## src/rtl/leq_pkg.sv

```systemverilog
package leq_pkg;

    parameter int PRESET_W = 4;
    parameter int GEN_W    = 3;
    parameter logic [PRESET_W-1:0] PRESET_MAX  = PRESET_W'(10);
    parameter logic [GEN_W-1:0]    EQ_MIN_GEN  = GEN_W'(3);

    typedef enum logic [2:0] {
        EQ_IDLE = 3'd0,
        EQ_PH0  = 3'd1,
        EQ_PH1  = 3'd2,
        EQ_PH2  = 3'd3,
        EQ_PH3  = 3'd4,
        EQ_DONE = 3'd5,
        EQ_FAIL = 3'd6
    } eq_state_e;

    typedef struct packed {
        logic valid;
        logic good;
    } eval_s;

    function automatic logic preset_ok(input logic [PRESET_W-1:0] p);
        return p <= PRESET_MAX;
    endfunction

    function automatic logic is_busy(input eq_state_e s);
        return (s == EQ_PH0) || (s == EQ_PH1) || (s == EQ_PH2) || (s == EQ_PH3);
    endfunction

endpackage

```

## src/rtl/leq_phase_timer.sv

```systemverilog
module leq_phase_timer #(
    parameter int LIMIT = 256
) (
    input  logic clk,
    input  logic rst,
    input  logic clr,
    input  logic en,
    output logic expired
);
    localparam int CW = (LIMIT > 2) ? $clog2(LIMIT) : 1;

    logic [CW-1:0] cnt_q;

    assign expired = (cnt_q == CW'(LIMIT - 1));

    always_ff @(posedge clk) begin
        if (rst || clr) begin
            cnt_q <= '0;
        end else if (en && !expired) begin
            cnt_q <= cnt_q + CW'(1);
        end
    end

    AST_TMO_COUNT: assert property (@(posedge clk) disable iff (rst)
        (en && !clr && !expired) |=> (cnt_q == $past(cnt_q) + CW'(1)));

endmodule

```

## src/rtl/leq_cand_sweep.sv

```systemverilog
module leq_cand_sweep #(
    parameter int W = 4,
    parameter logic [W-1:0] PMAX = W'(10)
) (
    input  logic         clk,
    input  logic         rst,
    input  logic         clr,
    input  logic         step,
    output logic [W-1:0] cand,
    output logic         last
);
    logic [W-1:0] cand_q;

    assign cand = cand_q;
    assign last = (cand_q == PMAX);

    always_ff @(posedge clk) begin
        if (rst || clr) begin
            cand_q <= '0;
        end else if (step && !last) begin
            cand_q <= cand_q + W'(1);
        end
    end

    AST_CAND_STEP: assert property (@(posedge clk) disable iff (rst)
        (step && !clr && !last) |=> (cand_q == $past(cand_q) + W'(1)));

    AST_CAND_RANGE: assert property (@(posedge clk) disable iff (rst)
        cand_q <= PMAX);

endmodule

```

## src/rtl/leq_phase_ctrl.sv

```systemverilog
module leq_phase_ctrl
    import leq_pkg::*;
#(
    parameter int TIMEOUT = 256
) (
    input  logic                clk,
    input  logic                rst,
    input  logic                start_i,
    input  logic [GEN_W-1:0]    tgt_gen_i,
    input  logic                role_down_i,
    input  logic [PRESET_W-1:0] req_preset_i,
    input  logic                eval_valid_i,
    input  logic                ber_good_i,
    output logic [2:0]          phase_o,
    output logic [PRESET_W-1:0] active_preset_o,
    output logic                rate_req_o,
    output logic                done_o,
    output logic                fail_o
);
    eq_state_e           state_q, state_d;
    logic [PRESET_W-1:0] held_q, held_d;
    logic                rate_q, rate_d;
    eval_s               ev;
    logic                tuning, in_own, tmo_en, tmo_hit, phase_chg;
    logic                cand_step, cand_last;
    logic [PRESET_W-1:0] cand;
    eq_state_e           own_phase;

    assign ev.valid  = eval_valid_i;
    assign ev.good   = ber_good_i;
    assign tuning    = (state_q == EQ_PH2) || (state_q == EQ_PH3);
    assign own_phase = role_down_i ? EQ_PH3 : EQ_PH2;
    assign in_own    = (state_q == own_phase);
    assign tmo_en    = (state_q == EQ_PH1) || tuning;
    assign phase_chg = (state_d != state_q);
    assign cand_step = tuning && ev.valid && !ev.good;

    leq_phase_timer #(.LIMIT(TIMEOUT)) u_timer (
        .clk     (clk),
        .rst     (rst),
        .clr     (phase_chg),
        .en      (tmo_en),
        .expired (tmo_hit)
    );

    leq_cand_sweep #(.W(PRESET_W), .PMAX(PRESET_MAX)) u_sweep (
        .clk  (clk),
        .rst  (rst),
        .clr  (phase_chg),
        .step (cand_step),
        .cand (cand),
        .last (cand_last)
    );

    always_comb begin
        state_d = state_q;
        held_d  = held_q;
        rate_d  = rate_q;
        unique case (state_q)
            EQ_IDLE, EQ_DONE, EQ_FAIL: begin
                if (start_i) begin
                    if (tgt_gen_i >= EQ_MIN_GEN) begin
                        state_d = EQ_PH0;
                        rate_d  = 1'b0;
                    end else begin
                        state_d = EQ_DONE;
                        rate_d  = 1'b1;
                    end
                end
            end
            EQ_PH0: begin
                if (preset_ok(req_preset_i)) begin
                    state_d = EQ_PH1;
                    held_d  = req_preset_i;
                    rate_d  = 1'b1;
                end else begin
                    state_d = EQ_FAIL;
                end
            end
            EQ_PH1: begin
                if (ev.valid) begin
                    state_d = EQ_PH2;
                end else if (tmo_hit) begin
                    state_d = EQ_FAIL;
                end
            end
            EQ_PH2, EQ_PH3: begin
                if (ev.valid && ev.good) begin
                    state_d = (state_q == EQ_PH2) ? EQ_PH3 : EQ_DONE;
                    if (in_own) begin
                        held_d = cand;
                    end
                end else if (ev.valid && cand_last) begin
                    state_d = EQ_FAIL;
                end else if (!ev.valid && tmo_hit) begin
                    state_d = EQ_FAIL;
                end
            end
            default: state_d = EQ_IDLE;
        endcase
        if (state_d == EQ_FAIL) begin
            rate_d = 1'b0;
        end
    end

    always_ff @(posedge clk) begin
        if (rst) begin
            state_q <= EQ_IDLE;
            held_q  <= '0;
            rate_q  <= 1'b0;
        end else begin
            state_q <= state_d;
            held_q  <= held_d;
            rate_q  <= rate_d;
        end
    end

    assign phase_o         = state_q;
    assign active_preset_o = in_own ? cand : held_q;
    assign rate_req_o      = rate_q;
    assign done_o          = (state_q == EQ_DONE);
    assign fail_o          = (state_q == EQ_FAIL);

    AST_ORDER_PH0: assert property (@(posedge clk) disable iff (rst)
        (state_q == EQ_PH0) |=> (state_q == EQ_PH1 || state_q == EQ_FAIL));
    AST_ORDER_PH1: assert property (@(posedge clk) disable iff (rst)
        (state_q == EQ_PH1) |=> (state_q == EQ_PH1 || state_q == EQ_PH2 || state_q == EQ_FAIL));
    AST_ORDER_PH2: assert property (@(posedge clk) disable iff (rst)
        (state_q == EQ_PH2) |=> (state_q == EQ_PH2 || state_q == EQ_PH3 || state_q == EQ_FAIL));
    AST_ORDER_PH3: assert property (@(posedge clk) disable iff (rst)
        (state_q == EQ_PH3) |=> (state_q == EQ_PH3 || state_q == EQ_DONE || state_q == EQ_FAIL));
    AST_FAIL_NO_RATE: assert property (@(posedge clk) disable iff (rst)
        fail_o |-> !rate_req_o);
    AST_NO_RATE_PH0: assert property (@(posedge clk) disable iff (rst)
        (state_q == EQ_PH0) |-> !rate_req_o);
    AST_PRESET_RANGE: assert property (@(posedge clk) disable iff (rst)
        active_preset_o <= PRESET_MAX);
    AST_LOW_GEN_DONE: assert property (@(posedge clk) disable iff (rst)
        (!is_busy(state_q) && start_i && tgt_gen_i < EQ_MIN_GEN) |=> (done_o && rate_req_o));
    AST_BUSY_START_IGNORED: assert property (@(posedge clk) disable iff (rst)
        (is_busy(state_q) && start_i) |=> (state_q != EQ_PH0 || $past(state_q) == EQ_PH0));

endmodule

```

## config.mk

```make
export PLATFORM = sky130hd
export DESIGN_NAME = leq_phase_ctrl
export DESIGN_NICKNAME = d
export VERILOG_FILES = /design/src/rtl/leq_pkg.sv /design/src/rtl/leq_phase_timer.sv /design/src/rtl/leq_cand_sweep.sv /design/src/rtl/leq_phase_ctrl.sv
export SDC_FILE = /design/constraint.sdc
export NUM_CORES = 1
export LEC_CHECK = 0
export BUFFER_PORTS_ARGS = -buffer_cell sky130_fd_sc_hd__clkbuf_2
export CELL_PAD_IN_SITES_DETAIL_PLACEMENT = 1
export CELL_PAD_IN_SITES_GLOBAL_PLACEMENT = 2
export CORE_ASPECT_RATIO = 0.5
export CORE_UTILIZATION = 33
export CTS_CLUSTER_SIZE = 8
export DETAILED_ROUTE_END_ITERATION = 8
export GPL_TIMING_DRIVEN = 0
export PLACE_DENSITY = 0.75
export SLEW_MARGIN = 20
export SYNTH_ARGS = -nofsm -noshare
export SYNTH_HDL_FRONTEND = slang
export SYNTH_SLANG_ARGS = --single-unit
```

## constraint.sdc

```tcl
create_clock -name clk -period 3.1 [get_ports clk]
set_clock_uncertainty 0.2 [all_clocks]
set_input_delay 0 -clock clk [delete_from_list [all_inputs] [get_ports clk]]
set_output_delay 0 -clock clk [all_outputs]
set_load 0.03 [all_outputs]
```

# Yosys cells after proc, flatten, opt, wreduce, memory -nomap -nowiden
# Cells that the tools add are included.
# op_classes
addsub	2
n_lt_le_gt_ge	2
n_eq_ne	14
n_mux	19
reduce_logical	22
# op_table
op	count
$mux W3	9
$eq A3 B3 Y1 const B	4
$mux W4	3
$pmux W3 S4	1
$add A8 B1 Y8 const B	1
$eq A8 B8 Y1 const B	1
$pmux W4 S2	1
$logic_and A1 B1 Y1	7
$eq A3 B2 Y1 const B	2
$ne A2 B2 Y1 const B	3
$reduce_and A3 Y1	2
$add A4 B1 Y4 const B	1
$eq A4 B4 Y1 const B	1
$le A4 B4 Y1 const B	1
$logic_not A1 Y1	4
$mux W1	4
$reduce_bool A2 Y1	2
$reduce_or A2 Y1	2
$eq A3 B1 Y1 const B	1
$eq A3 B3 Y1	1
$ge A3 B2 Y1 const B	1
$logic_not A3 Y1	1
$logic_or A1 B1 Y1	3
$ne A3 B3 Y1	1
other kinds (2)	2
# totals
ff_bits	20
inputBits	13
wordCells	64

# Depth between registers and ports, before layout
# Gate-level depths: netlist (run 1).
# logic_depth
word_depth	8
depth_mapped	8

# By module
# A second synthesis (run 1) with hierarchy kept.
# hier_totals
hier_cells	165
hier_area_um2	1385.1
# by_module_without_submodules
mod	instances	cells_per_inst	area_each_um2	seq_area_each_um2
leq_phase_ctrl	1	93	742.0	160.2
leq_phase_timer	1	49	425.4	160.2
leq_cand_sweep	1	23	217.7	80.1

# Worst setup path after synthesis (run 1)
# No wires, ideal clock.
# synth_timing
path_type	reg2reg
startpoint	register u_sweep.cand_q[0] (netlist: u_sweep.cand[0])
endpoint	register u_sweep.cand_q[0] (netlist: u_sweep.cand[0])
arrival_ns	1.966
slack_ns	0.861
path_stages_with_launch	9
synth_period_minus_slack_ns	2.239
cell_sequence	dfxtp_1 inv_1 ha_1 and3b_4 o21a_1 o311a_1 a2111o_1 buf_6 nor3_2
# synth_between
elab_chain_len	7
word_cells_on_any_way	10
# synth_lines
element	line_no	text
start: declaration	leq_cand_sweep.sv:12	logic [W-1:0] cand_q;
start signal: assignment	leq_cand_sweep.sv:21	cand_q <= cand_q + W'(1);
$eq A4 B4 Y1	leq_cand_sweep.sv:15	assign last = (cand_q == PMAX);
$logic_and A1 B1 Y1	leq_phase_ctrl.sv:93	end else if (ev.valid && cand_last) begin
$mux W3	leq_phase_ctrl.sv:93	
$mux W3	leq_phase_ctrl.sv:88	if (ev.valid && ev.good) begin
$pmux W3 S4	leq_phase_ctrl.sv:59	unique case (state_q)
$ne A3 B3 Y1	leq_phase_ctrl.sv:35	assign phase_chg = (state_d != state_q);
$logic_or A1 B1 Y1	leq_cand_sweep.sv:18	if (rst || clr) begin
# Parallel ways exist; a longest one is shown, timed or not.
# A chain may end at the register's enable or synchronous reset.

# Worst setup path in the final report (run 1)
# layout_timing
startpoint	register state_q[0] (netlist: phase_o[0])
endpoint	register held_q[0]
# layout_between
elab_chain_len	4
word_cells_on_any_way	12
# layout_lines
element	line_no	text
start: declaration	leq_phase_ctrl.sv:20	eq_state_e state_q, state_d;
start signal: assignment	leq_phase_ctrl.sv:112	state_q <= state_d;
$eq A3 B3 Y1, or another cell as far along	leq_phase_ctrl.sv:33	assign in_own = (state_q == own_phase);
$mux W4 / $reduce_or A2 Y1 (equally long branches)	n/a	
$mux W4, or another cell as far along	n/a	
$pmux W4 S2 / $reduce_and A3 Y1 (equally long branches)	n/a	
end signal: assignment	leq_phase_ctrl.sv:113	held_q <= held_d;
end: declaration	leq_phase_ctrl.sv:21	logic [PRESET_W-1:0] held_q, held_d;
# Parallel ways exist; a longest one is shown, timed or not. The select of a mux whose other input is x is not followed.

==> impl_results.md, run 1 <==
- Setup Viol. Count Final: 0
- Max-Cap Viols: 0
- Slew HR: 68.2%
- P_leak: between 0.7 and 0.8 nW
- Avg WL per Cell: 15.2 um
- Post-synthesis register bit count: 20
- First-pass GRT wire length: 6580 um
- Met3 Usage GRT: 4.25%
- Antenna-violating nets left: 0
- CP Cell Sequence: buf_6, or3b_1, buf_2, mux2_2, mux2i_1, a211o_1, a21oi_1, dlygate4sd3_1
- Core Box Area: approximately 4000 sq um
- Status: completed
- Final Hold Vio Count: 0
- Layout area overhead: 23.5%
- Tmin final: 2720 ps
- Die area: 4590 sq um
- Critical Path RT: 3120 ps
- Reg2reg setup slack: 380 ps
- Post-Syn Instances: 175
- Final core occ: 43.8%
- Period utilisation layout: 87.7%
- Crit path launch type: register
- GR peak layer: met1
- Crit path max fanout: 9
- Critical path's slowest cell: dlygate4sd3_1
- DR pass1 iterations: 4
- Drt via density: between 5 and 6
- Max Root-Sink Buffers: 2
- R2R depth: 8
- Root buffer cell: clkbuf_8
- Avg Inst Size Synth: 8.12 sq um
- Min-Delay Endpoint: rate_req_o
- Worst-path clk slew: 80 ps
- Clock latency on the worst-skew pair: roughly 270 ps
- # H-tree levels: 1
- Iteration-0 DRC Markers: 36
- RSZ-0062 raised after global routing: false
- Hold depth: 4
- Final #Nets: 225
- Total grt overflow: 0
- Number of enable flip-flop cells after synthesis: 0
- Chip height: about 48 um
- Mapped Nets: 191
- Worst EP arrival: 2740 ps
- DR DRC count: 0
- Setup crit end kind: register
- Postcts setup bufs: 0
- Std cell rows: 16
- GRT met1 Usage: about 28%
- Total power: roughly 0.00085 W
- DR vias: 1386
- Mapped Area: 1420 sq um
- Min-delay src: tgt_gen_i[1]
- Worst hold slack: 7.35 ps
- Io pins: 23
- Total wire length: 3990 um
- Main flop type after synthesis: dfxtp_1
- Post-DP HPWL: 2960 um
- Worst slew pin tran: roughly 470 ps
- Final instance area: 1760 sq um
- CP delay by family, top: buffers and inverters
- Setup CP Type: register to register
- Fraction of layout cells with a size suffix above 1: a little over a fifth
- Worst ir drop on vdd: 0.156 mV
- FMAX: 368 MHz
- Fillers: 497
- Initial Util: 35.5%
- WP buf/inv: 3
- Max-slew violation count: 0
- GP Congestion: 0.759
- Placed Area: 1580 sq um
- FFs w/ async S/R, synth: 0%
- Reg2Reg Capture Point: held_q[0]
- CTS buffer count: 3
- Reg-to-reg critical path startpoint: phase_o[0]
- Largest net degree at the start of global routing: 13
- Chip Width: 94.8 um
- Yosys warns: 0
- ANT cells: 0
- Total Routing Usage GR: 18.8%
- GR met2 Demand/Resource: 27.1%
- Setup tns final: 0 ps
- Synth unique cells: 43
- CTS tree: built
- Clk sinks: 20
- Hold Path Class: input pin to register
- Initial antenna violation count: 0
- IO Port Bufs: 19
- Critical Path Max Stage Delay: 550 ps
- Vias in the first global route: 1318
- Sequential area share after synthesis: between 20% and 30%
- P per Cell Area: 483 nW/um^2
[power by group]
| group | internal [W] | switching (W) |
|---|---|---|
| sequential | 0.000272 | 0.0000127 |
| clock | 0.000173 | 0.000104 |
| combinational | 0.000102 | 0.000185 |
| total | 0.000546 | 0.000301 |
[synth_stat cells (4+ instances only)]
library cell / n / share of area [%]
nor3_2: 10 / 7.0
nor2_1: 12 / 3.2
mux2i_1: 8 / 5.6
nand2_1: 17 / 4.5
nand3_1: 7 / 2.5
inv_1: 10 / 2.6
xnor2_1: 4 / 2.5
a21oi_1: 12 / 4.2
xor2_1: 4 / 2.5
o21ai_0: 9 / 3.2
a211o_1: 4 / 2.5
dfxtp_1: 20 / 28
nand2b_1: 5 / 2.2
clkbuf_1: 4 / 1.1
[cells by family after synthesis]
family / synth area share [%]
adder cells (fa/ha/maj): 2.64
flip-flops: 28.2
XOR/XNOR: 4.93
buffers and inverters: 7.13
multiplexers: 7.22
AND/OR/NAND/NOR: 28.4
AO/OA/AOI/OAI: 21.5
[per-layer routing]
layer	part of all wire [%]	up-vias
met3	3.0	5
met1	56	663
met2	41	24
li1	-	694
met4	0.58	0
met5	0	-
[per-stage QoR]
step / setup slack, ps / instances
after floorplan: 861 / 175
after detailed placement: 592 / 248
after global placement: 649 / 248
final: 380 / 262
after global routing: 226 / 262
after CTS: 385 / 262
[placed cells by master (no fill, tap or decap), types with 4 or more instances in the layout]
| cell type | synthesis | routed |
|---|---|---|
| dlygate4sd3_1 | 0 | 10 |
| nand3_1 | 7 | 7 |
| clkbuf_2 | 0 | 19 |
| o21ai_0 | 9 | 9 |
| inv_1 | 10 | 10 |
| nand2b_1 | 5 | 5 |
| nor3_2 | 10 | 10 |
| dfxtp_1 | 20 | 20 |
| a211o_1 | 4 | 4 |
| nand2_1 | 17 | 17 |
| nor2_1 | 12 | 12 |
| xnor2_1 | 4 | 4 |
| xor2_1 | 4 | 4 |
| mux2i_1 | 8 | 8 |
| a21oi_1 | 12 | 12 |
| clkbuf_1 | 4 | 4 |
[worst register-to-register path: cells and delay by family (launching register included)]
family	cells	cell delay [ps]
compound gates	2	380
buf+inv	3	870
flops	1	330
mux	2	510
simple gates	1	370
[registers in the layout, summed over array words and instances, names as in the netlist]
| name | count |
|---|---|
| held_q | 4 |
| phase_o | 3 |
| rate_req_o | 1 |
| u_sweep.cand | 4 |
| u_timer.cnt_q | 8 |
[what timing repair did]
| item | CTS | global route |
|---|---|---|
| endpoints found under the hold margin | 9 | 0 |
| hold buffers | 10 | 0 |
| resized for setup | 0 | 0 |
[worst max-delay path by stage]
stage	from	endpoint	slack [ps]	cells past startpoint
floorplan	u_sweep.cand[0]	u_sweep.cand[0]	860	8
global placement	u_sweep.cand[0]	u_sweep.cand[3]	650	8
detailed placement	u_sweep.cand[0]	u_timer.cnt_q[4]	590	8
CTS	phase_o[0]	held_q[1]	390	8
global route	phase_o[2]	held_q[0]	230	7
finish	phase_o[0]	held_q[0]	380	8
[area by class of cell]
class	instances	area (sq um)	share of cell area [%]
buffer	11	60.1	3.42
clock buffer	3	41.3	2.35
clock inverter	1	30.0	1.71
inverter	11	41.3	2.35
multi-input combinational	133	920	52.4
sequential	20	400	22.8
tap	54	67.6	3.85
timing repair buffer	29	195	11.1
(Power assumes the default switching activity.)
==> run 2: changes to the inputs <==
SETUP_SLACK_MARGIN = 0.4   (was unset)
==> run 2 against run 1 <==
Net effect: cell count is 1.1% lower; non-clock buffer count down 3; clock power is essentially flat; wire length is 0.35% lower; register-to-register slack gained 200 ps; die area stayed put; core utilization decreased by 0.75 points; first-iteration DRC count increased by 44%; combinational power down 2%; cell area down 1.7%; largest cell class unchanged; largest power group is now sequential cells.
==> impl_results.md, run 2 (same netlist as run 1, synthesis figures left out) <==
- Tmin final: 2520 ps (was 2720 ps)
- First-pass GRT wire length: 6560 um (was 6580 um)
- Layout area overhead: 21.4% (was 23.5%)
- Reg2reg setup slack: 580 ps (was 380 ps)
- Initial antenna violation count: 0 (unchanged)
- DR vias: 1375 (was 1386)
- Reg2Reg Capture Point: u_timer.cnt_q[6] (was held_q[0])
- Setup CP Type: register to register (unchanged)
- Core Box Area: 4000 sq um (unchanged)
- Clock latency on the worst-skew pair: 270 ps (about the same)
- ANT cells: 0 (unchanged)
- P_leak: 0.690 nW (was 0.710 nW)
- Min-Delay Endpoint: rate_req_o (unchanged)
- RSZ-0062 raised after global routing: false (unchanged)
- CP Launch Point: u_sweep.cand[0] (was phase_o[0])
- Register with the most flip-flops: u_timer.cnt_q (unchanged)
- DR DRC count: 0 (unchanged)
- Setup crit end kind: register (unchanged)
- Initial Util: 35.5% (unchanged)
- Root buffer cell: clkbuf_8 (unchanged)
- Setup tns final: 0 ps (unchanged)
- Max Root-Sink Buffers: 2 (unchanged)
- Most frequent cells in the layout: dfxtp_1 (20), clkbuf_2 (19), nand2_1 (17) (unchanged)
- Final #Nets: 222 (was 225)
- CTS tree: built (unchanged)
- # H-tree levels: 1 (unchanged)
- Worst ir drop on vdd: 0.156 mV (about the same)
- Worst-path clk slew: 90 ps (was 80 ps)
- Worst EP arrival: 2530 ps (was 2740 ps)
- Worst slew pin tran: 471 ps (about the same)
- Placed cells: 248 (unchanged)
- FMAX: 397 MHz (was 368 MHz)
- R2R depth: 8 (unchanged)
- Total wire length: 3970 um (was 3990 um)
- Die area: 4590 sq um (unchanged)
- Post-DP HPWL: 2960 um (unchanged)
- Min-delay src: tgt_gen_i[1] (unchanged)
- Period utilisation layout: 81.3% (was 87.7%)
- Crit path max fanout: 10 (was 9)
- Fraction of layout cells with a size suffix above 1: 21.5% (was 21.2%)
- Largest net degree at the start of global routing: 13 (unchanged)
- Hold Path Class: input pin to register (unchanged)
- Total Routing Usage GR: 18.7% (was 18.8%)
- Max-Cap Viols: 0 (unchanged)
- Postcts setup bufs: 0 (unchanged)
- Reg-to-reg critical path startpoint: u_sweep.cand[0] (was phase_o[0])
- Chip Width: 94.8 um (unchanged)
- Slew HR: 68.2% (about the same)
- GP Congestion: 0.759 (unchanged)
- Std cell rows: 16 (unchanged)
- Most common cell after layout, fill and taps aside: dfxtp_1 (unchanged)
- Crit path launch type: register (unchanged)
- Total grt overflow: 0 (unchanged)
- Layout Cells excl Fill: 259 (was 262)
- Max reg flops: 8 (unchanged)
- P per Cell Area: 489 nW/um^2 (was 483 nW/um^2)
- DR pass1 iterations: 4 (unchanged)
- Hold depth: 4 (unchanged)
- Critical Path RT: 3110 ps (was 3120 ps)
- Avg WL per Cell: 15.3 um (was 15.2 um)
- Clk sinks: 20 (unchanged)
- Setup Viol. Count Final: 0 (unchanged)
- Drt via density: 5.31 (was 5.29)
- Cts hold-fix bufs: 7 (was 10)
- Vias in the first global route: 1318 (unchanged)
- Post-CTS Resized: 0 (unchanged)
- Io pins: 23 (unchanged)
- Status: completed (unchanged)
- Iteration-0 DRC Markers: 52 (was 36)
- Antenna-violating nets left: 0 (unchanged)
- Max-slew violation count: 0 (unchanged)
- Final Hold Vio Count: 0 (unchanged)
- IO Port Bufs: 19 (unchanged)
- Final core occ: 43.1% (was 43.8%)
- Chip height: 48.4 um (unchanged)
- CTS buffer count: 3 (unchanged)
[run 2: changes by cell type in the layout (fill, tap and decap cells not counted), sizes merged]
| cell | delta |
|---|---|
| dlygate4sd3 | -3 |
[run 2: report_power, final]
group	switching (W)	internal, W
Combinational	0.000184	0.0000970
Clock	0.000105	0.000173
Sequential	0.0000128	0.000272
Total	0.000301	0.000542
[run 2: cell type report]
cell class                      instances  area, sq um
Sequential cell                        20          400
Tap cell                               54         67.6
Inverter                               11         41.3
Timing Repair Buffer                   26          165
Clock inverter                          1         30.0
Clock buffer                            3         41.3
Fill cell                             499         2280
Multi-Input combinational cell        133          920
Buffer                                 11         60.1
[run 2: metrics by stage]
stage / area (sq um) / setup slack [ps] / total power (W) / hold slack (ps)
floorplan: 1420 / 861 / 0.000489 / 10.7
global placement: 1580 / 649 / 0.000561 / 188
detailed placement: 1580 / 592 / 0.000564 / 196
CTS: 1730 / 578 / 0.000855 / 2.04
global route: 1730 / 439 / 0.000894 / 52.1
finish: 1730 / 580 / 0.000843 / 5.81
[run 2: worst max-delay path by stage]
stage,endpoint,slack [ps],cells after the start
6_report,u_timer.cnt_q[6],580,8
5_1_grt,u_sweep.cand[0],440,6
4_1_cts,u_timer.cnt_q[4],580,8
3_5_place_dp,u_timer.cnt_q[4],590,8
3_3_place_gp,u_sweep.cand[3],650,8
2_1_floorplan,u_sweep.cand[0],860,8
[run 2: critical path: stages, from the launching register on]
cell and delay, ps:
dfxtp_1 460, inv_1 70, ha_1 190, and3b_4 190, o21a_1 210, o311a_1 350, a2111o_1 440, buf_6 190
nor3_2 140
[run 2: routing by layer]
metal  wire (um)  track usage, %  up-vias
met4          23            4.04        0
met2        1610            27.1       24
li1            -               -      688
met3         133            4.25        5
met1        2210            28.1      658
met5           0               0        -
